File: config.mk
export PLATFORM = sky130hd
export DESIGN_NAME = tick_select_gen
export DESIGN_NICKNAME = d
export VERILOG_FILES = /design/src/rtl/tick_pkg.sv /design/src/rtl/tick_prescaler.sv /design/src/rtl/tick_modulus.sv /design/src/rtl/tick_postdiv.sv /design/src/rtl/tick_route.sv /design/src/rtl/tick_select_gen.sv
export SDC_FILE = /design/constraint.sdc
export NUM_CORES = 1
export LEC_CHECK = 0
export BUFFER_PORTS_ARGS = -buffer_cell sky130_fd_sc_hd__buf_4
export CAP_MARGIN = 10
export CORE_ASPECT_RATIO = 0.8
export CORE_MARGIN = 2
export CORE_UTILIZATION = 50
export CTS_CLUSTER_DIAMETER = 150
export DETAILED_ROUTE_END_ITERATION = 6
export PLACE_DENSITY = 0.79
export SLEW_MARGIN = 20
export SYNTH_ARGS = -nofsm -noshare
export SYNTH_HDL_FRONTEND = slang
export SYNTH_SLANG_ARGS = --single-unit
File: constraint.sdc
create_clock -name clk -period 2.05 [get_ports clk]
set_clock_uncertainty 0.2 [all_clocks]
set_input_delay 0.205 -clock clk [delete_from_list [all_inputs] [get_ports clk]]
set_output_delay 0.205 -clock clk [all_outputs]
set_load 0.1 [all_outputs]
File: src/rtl/tick_pkg.sv
package tick_pkg;
  typedef enum logic [1:0] {
    SRC_PRESCALE = 2'd0,
    SRC_MODULUS  = 2'd1,
    SRC_MOD_DIV  = 2'd2
  } tick_src_e;

  function automatic tick_src_e wdt_source(input logic pll_mode);
    return pll_mode ? SRC_MOD_DIV : SRC_PRESCALE;
  endfunction

  function automatic tick_src_e dsp_source(input logic pll_mode, input logic dsp_sel);
    if (!dsp_sel) return SRC_MODULUS;
    return pll_mode ? SRC_MOD_DIV : SRC_PRESCALE;
  endfunction
endpackage

File: src/rtl/tick_prescaler.sv
module tick_prescaler #(
  parameter int TAP_A = 15,
  parameter int TAP_B = 14
) (
  input  logic clk,
  input  logic rst_ni,
  output logic tap_a_o,
  output logic tap_b_o
);
  localparam int PRE_W = (TAP_A > TAP_B) ? TAP_A : TAP_B;
  localparam logic [PRE_W-1:0] ONE = {{(PRE_W-1){1'b0}}, 1'b1};

  logic [PRE_W-1:0] cnt_q, cnt_d;

  always_comb begin
    cnt_d = cnt_q + ONE;
  end

  always_ff @(posedge clk or negedge rst_ni) begin
    if (!rst_ni) cnt_q <= '0;
    else         cnt_q <= cnt_d;
  end

  always_comb begin
    tap_a_o = &cnt_q[TAP_A-1:0];
    tap_b_o = &cnt_q[TAP_B-1:0];
  end

  initial begin
    if (TAP_A < 1 || TAP_B < 1) $error("prescaler taps must be at least 1");
  end

  // a prescaler tap never fires in two adjacent cycles
  p_tap_a_single_r2: assert property (@(posedge clk) disable iff (!rst_ni)
    tap_a_o |=> !tap_a_o);

  p_tap_b_single_r6: assert property (@(posedge clk) disable iff (!rst_ni)
    tap_b_o |=> !tap_b_o);
endmodule

File: src/rtl/tick_modulus.sv
module tick_modulus #(
  parameter int MOD_W = 8,
  parameter logic [MOD_W-1:0] RELOAD_RST = '1
) (
  input  logic             clk,
  input  logic             rst_ni,
  input  logic             reload_we_i,
  input  logic [MOD_W-1:0] reload_val_i,
  output logic             uf_o
);
  localparam logic [MOD_W-1:0] ONE = {{(MOD_W-1){1'b0}}, 1'b1};

  logic [MOD_W-1:0] cnt_q, cnt_d;
  logic [MOD_W-1:0] rel_q, rel_d;
  logic             at_zero;

  always_comb begin
    at_zero = (cnt_q == '0);
    cnt_d   = at_zero ? rel_q : (cnt_q - ONE);
    rel_d   = reload_we_i ? reload_val_i : rel_q;
    uf_o    = at_zero;
  end

  always_ff @(posedge clk or negedge rst_ni) begin
    if (!rst_ni) begin
      cnt_q <= '0;
      rel_q <= RELOAD_RST;
    end else begin
      cnt_q <= cnt_d;
      rel_q <= rel_d;
    end
  end

  // an underflow loads the reload value held at that edge
  p_reload_at_uf_r7: assert property (@(posedge clk) disable iff (!rst_ni)
    at_zero |=> (cnt_q == $past(rel_q)));
  // a write never alters the running count away from an underflow
  p_write_keeps_count_r7: assert property (@(posedge clk) disable iff (!rst_ni)
    (reload_we_i && !at_zero) |=> (cnt_q == $past(cnt_q) - ONE));
endmodule

File: src/rtl/tick_postdiv.sv
module tick_postdiv #(
  parameter int DIV = 4
) (
  input  logic clk,
  input  logic rst_ni,
  input  logic src_i,
  output logic tick_o
);
  generate
    if (DIV > 1) begin : g_div
      localparam int CW = $clog2(DIV);
      localparam logic [CW-1:0] LAST = CW'(DIV - 1);
      localparam logic [CW-1:0] ONE  = {{(CW-1){1'b0}}, 1'b1};

      logic [CW-1:0] cnt_q, cnt_d;
      logic          at_last;

      always_comb begin
        at_last = (cnt_q == LAST);
        cnt_d   = cnt_q;
        if (src_i) cnt_d = at_last ? '0 : (cnt_q + ONE);
        tick_o  = src_i && at_last;
      end

      always_ff @(posedge clk or negedge rst_ni) begin
        if (!rst_ni) cnt_q <= '0;
        else         cnt_q <= cnt_d;
      end

      // an output pulse restarts the source count
      p_restart_after_tick_r3: assert property (@(posedge clk) disable iff (!rst_ni)
        tick_o |=> (cnt_q == '0));
      // the count only moves on a source pulse
      p_hold_without_src_r5: assert property (@(posedge clk) disable iff (!rst_ni)
        !src_i |=> (cnt_q == $past(cnt_q)));
    end else begin : g_thru
      always_comb tick_o = src_i;
    end
  endgenerate
endmodule

File: src/rtl/tick_route.sv
module tick_route
  import tick_pkg::*;
(
  input  logic clk,
  input  logic rst_ni,
  input  logic pll_mode_i,
  input  logic dsp_sel_i,
  input  logic pre_wdt_i,
  input  logic pre_dsp_i,
  input  logic mod_uf_i,
  input  logic div_wdt_i,
  input  logic div_dsp_i,
  output logic wdt_tick_o,
  output logic dsp_tick_o
);
  tick_src_e wdt_src, dsp_src;
  logic      wdt_d, dsp_d;
  logic      wdt_q, dsp_q;

  always_comb begin
    wdt_src = wdt_source(pll_mode_i);
    dsp_src = dsp_source(pll_mode_i, dsp_sel_i);
    unique case (wdt_src)
      SRC_MOD_DIV: wdt_d = div_wdt_i;
      default:     wdt_d = pre_wdt_i;
    endcase
    unique case (dsp_src)
      SRC_MODULUS: dsp_d = mod_uf_i;
      SRC_MOD_DIV: dsp_d = div_dsp_i;
      default:     dsp_d = pre_dsp_i;
    endcase
  end

  always_ff @(posedge clk or negedge rst_ni) begin
    if (!rst_ni) begin
      wdt_q <= 1'b0;
      dsp_q <= 1'b0;
    end else begin
      wdt_q <= wdt_d;
      dsp_q <= dsp_d;
    end
  end

  assign wdt_tick_o = wdt_q;
  assign dsp_tick_o = dsp_q;

  // the watchdog strobe is always a single cycle
  p_wdt_one_cycle_r8: assert property (@(posedge clk) disable iff (!rst_ni)
    wdt_q |=> !wdt_q);
  // divided and prescaled display strobes are single-cycle
  p_dsp_one_cycle_r8: assert property (@(posedge clk) disable iff (!rst_ni)
    (dsp_q && dsp_sel_i && $past(dsp_sel_i)) |=> (!dsp_q || !dsp_sel_i));
  // a watchdog strobe is preceded by a pulse of one of its sources
  p_wdt_has_source_r9: assert property (@(posedge clk) disable iff (!rst_ni)
    $rose(wdt_q) |-> $past(pre_wdt_i || div_wdt_i));
endmodule

File: src/rtl/tick_select_gen.sv
module tick_select_gen #(
  parameter int MOD_W      = 8,
  parameter int WDT_TAP    = 15,
  parameter int DSP_TAP    = 14,
  parameter int WDT_DIV    = 4,
  parameter int DSP_DIV    = 8,
  parameter int RST_STAGES = 2
) (
  input  logic             clk,
  input  logic             rst_n,
  input  logic             pll_mode_i,
  input  logic             dsp_sel_i,
  input  logic             reload_we_i,
  input  logic [MOD_W-1:0] reload_val_i,
  output logic             wdt_tick_o,
  output logic             dsp_tick_o
);
  logic [RST_STAGES-1:0] rst_sync_q;
  logic                  rst_ni;

  generate
    if (RST_STAGES > 1) begin : g_sync
      always_ff @(posedge clk or negedge rst_n) begin
        if (!rst_n) rst_sync_q <= '0;
        else        rst_sync_q <= {rst_sync_q[RST_STAGES-2:0], 1'b1};
      end
    end else begin : g_single
      always_ff @(posedge clk or negedge rst_n) begin
        if (!rst_n) rst_sync_q <= '0;
        else        rst_sync_q <= 1'b1;
      end
    end
  endgenerate

  assign rst_ni = rst_sync_q[RST_STAGES-1];

  logic pre_wdt, pre_dsp, mod_uf, div_wdt, div_dsp;

  tick_prescaler #(.TAP_A(WDT_TAP), .TAP_B(DSP_TAP)) u_pre (
    .clk(clk), .rst_ni(rst_ni), .tap_a_o(pre_wdt), .tap_b_o(pre_dsp)
  );

  tick_modulus #(.MOD_W(MOD_W)) u_mod (
    .clk(clk), .rst_ni(rst_ni), .reload_we_i(reload_we_i),
    .reload_val_i(reload_val_i), .uf_o(mod_uf)
  );

  tick_postdiv #(.DIV(WDT_DIV)) u_div_wdt (
    .clk(clk), .rst_ni(rst_ni), .src_i(mod_uf), .tick_o(div_wdt)
  );

  tick_postdiv #(.DIV(DSP_DIV)) u_div_dsp (
    .clk(clk), .rst_ni(rst_ni), .src_i(mod_uf), .tick_o(div_dsp)
  );

  tick_route u_route (
    .clk(clk), .rst_ni(rst_ni), .pll_mode_i(pll_mode_i), .dsp_sel_i(dsp_sel_i),
    .pre_wdt_i(pre_wdt), .pre_dsp_i(pre_dsp), .mod_uf_i(mod_uf),
    .div_wdt_i(div_wdt), .div_dsp_i(div_dsp),
    .wdt_tick_o(wdt_tick_o), .dsp_tick_o(dsp_tick_o)
  );

  // outputs are quiet while the internal reset is held
  p_quiet_in_reset_r1: assert property (@(posedge clk)
    !rst_n |=> (!wdt_tick_o && !dsp_tick_o));
endmodule

==> out/results.tsv <==
metric	value	unit
critical path startpoint category	flop	
top_reg_cell synth	dfrtp_1	
WL final	3086	um
CP Data Arrival Time	1.99	ns
EDFF count, synth	0	
DP HPWL	1993	um
most frequent cells in the layout	dfrtp_1 (32), buf_4 (20), nand2_1 (13), dlygate4sd3_1 (13), xnor2_1 (11)	
vias	1173	
cell count after synthesis	141	
post-synthesis sequential area ratio	58.55	%
Final setup viols	0	
worst hold path type	primary input to async pin	
area of the multi-input gates	678.2	sq um
CP startpoint	u_mod.cnt_q[1]	
slowest stage cell on the critical path	or3b_4	
PD cells	706.3	nW/um^2
Ys Warns	0	
most common cell after layout, fill and taps aside	dfrtp_1	
CP Depth	6	
complex-gate fraction of the synthesized area	5.797	%
drt wl/cell	13.78	um
clock tree root buffer cell	clkbuf_8	
# nets final	198	
critical path's top delay family	simple AND/OR/NAND/NOR gates	
Final WS setup	0.03841	ns
Crit Path Max Fanout	7	
FP Rows	19	
Final Cycle Share	98.13	%
register-to-register setup slack	0.04	ns
area grow syn2layout	25.87	%
worst path required time	2.03	ns
post-synthesis mux area share	7.174	%
GR Overflow Total	0	
slowest cell delay on critical path	0.41	ns
synthesized net count	159	
DP Worst Slack	0.007175	ns
Worst-path clk slew	0.07	ns
Post-Layout Cell Count	224	
Antenna Nets Post-Route	0	
First DRT Iteration DRCs	104	
critical path capture point type	flop	
setup_tns	0	ns
vias in the first global route	1073	
vias per inst	5.237	
first-pass GRT wire length	4926	um
clock tree from TritonCTS	yes	
die width	69.70	um
IO Count	15	
status	complete, no violations	
initial antenna violation count	0	
FMAX	497.1	MHz
CTS Sinks	40	
Max Cap Violations	0	
Total GRT Usage	16.99	%
share of cells above drive strength 1	29.83	%
DRC violations left	0	
Synth Register Bits	40	
largest net degree at the start of global routing	39	
I/O Buffers	14	
DIE AREA	3942	sq um
Core ar.	3376	sq um
Initial Util	51.15	%
Inserted Clock Buffers	5	
Critical Path End	u_div_wdt.g_div.cnt_q[0]	
clk_lat worst skew	0.29	ns
dpl cells	201	
Post-Synth Adder-Cell Area	3.623	%
RSZ-0062 raised after global routing	true	
Final Slew Violations	0	
reg2reg path depth	6	
H-tree depth	2	
Critical R2R Capture	u_div_wdt.g_div.cnt_q[0]	
min cycle time layout	2.012	ns
routability congestion estimate	0.7991	
CP Buf/Inv Count	2	
sequential cell area	1011	sq um
Crit Path Class	flop to flop	
Post-Synth Simple-Gate Area	14.13	%
Peak VDD IR	0.6477	mV
Final Hold Viols	0	
drt first pass iters	4	
die height	56.56	um
worst reg2reg path startpoint	u_mod.cnt_q[1]	
Leak Pwr	0.001023	uW
post-synthesis area per instance	12.25	sq um
largest family of logic cells by synthesized area	simple AND/OR/NAND/NOR gates	
buffer depth of the longest clock path	2	
crit-path cells	inv_1 -> ha_1 -> or3b_4 -> nor3b_4 -> buf_6 -> mux2_2	
Synth Area in XOR/XNOR	8.116	%
Layout fillers	269	
Distinct cells, synth	31	
Mapped Area	1727	sq um
fraction of registers with async set or reset after synthesis	100.0	%
what timing repair did:
item	CTS	global route
gates resized for setup	0	2
hold buffers	13	0
hold endpoints to repair	11	0
setup endpoints to repair	1	11
pin swaps	0	1
buffers inserted	0	1
power by group:
| group | internal, uW | leakage [uW] | switching (uW) |
|---|---|---|---|
| sequential | 818 | 0.000486 | 8.63 |
| clock | 361 | 0.0000552 | 267 |
| combinational | 46.0 | 0.000482 | 34.8 |
| total | 1220 | 0.00102 | 310 |
metrics by stage:
step / area, sq um / hold slack [ns] / power, uW / util, %
after floorplan: 1727 / -0.2906 / 868.9 / -
final: 2173 / 0.01858 / 1535 / 64.38
after detailed placement: 1918 / -0.2116 / 900.5 / 56.82
after global placement: 1918 / -0.2121 / 895.5 / 56.82
after global routing: 2171 / 0.001000 / 1601 / 64.31
after CTS: 2156 / 0.003279 / 1553 / 63.86
final cells by class:
class,count,area share [%]
Timing Repair Buffer,34,13.41
Clock buffer,6,3.339
Sequential cell,40,46.52
Inverter,8,1.382
Antenna cell,1,0.1151
Clock inverter,2,1.612
Multi-Input combinational cell,91,31.20
Tap cell,42,2.418
flip-flops by register name (all words and copies together) (netlist names):
| register | count |
|---|---|
| u_route.dsp_tick_o | 1 |
| u_route.wdt_tick_o | 1 |
| u_pre.cnt_q | 15 |
| u_div_dsp.g_div.cnt_q | 3 |
| rst_sync_q | 2 |
| u_mod.cnt_q | 8 |
| u_div_wdt.g_div.cnt_q | 2 |
| u_mod.rel_q | 8 |
synth_stat cells, types with 4 or more instances:
| cell | count | share of area [%] |
|---|---|---|
| mux2_2 | 11 | 7.2 |
| dfrtp_1 | 32 | 46 |
| nor2_1 | 9 | 2.0 |
| nand3_1 | 4 | 1.2 |
| o21ai_0 | 9 | 2.6 |
| dfstp_2 | 8 | 12 |
| xnor2_1 | 11 | 5.6 |
| inv_1 | 8 | 1.7 |
| nand2_1 | 13 | 2.8 |
| ha_1 | 5 | 3.6 |
| xor2_1 | 5 | 2.5 |
metal layers:
metal	part of all wire (%)	GRT usage, %	wire length, um	vias up
met5	0	0	0	-
met4	1.8	10.99	56	0
met3	6.9	5.027	212	9
met2	48	25.14	1489	44
met1	43	21.97	1328	560
li1	-	-	-	560
cells by family after synthesis:
| logic type | count (synthesis) |
|---|---|
| buffers and inverters | 10 |
| other | 1 |
| adders and majority gates | 5 |
| AOI/OAI and AO/OA | 16 |
| xor gates and xnor gates | 16 |
| muxes | 11 |
| DFF | 40 |
| and+or+nand+nor | 42 |
worst min path at each step:
stage | start | end | cells past startpoint
finish | rst_n | rst_sync_q[0] | 2
global route | rst_n | rst_sync_q[1] | 2
CTS | dsp_sel_i | u_route.dsp_tick_o | 3
detailed placement | rst_n | rst_sync_q[0] | 1
global placement | rst_n | rst_sync_q[0] | 1
floorplan | rst_n | rst_sync_q[0] | 0
No activity file was read; power rests on OpenSTA's default activity.
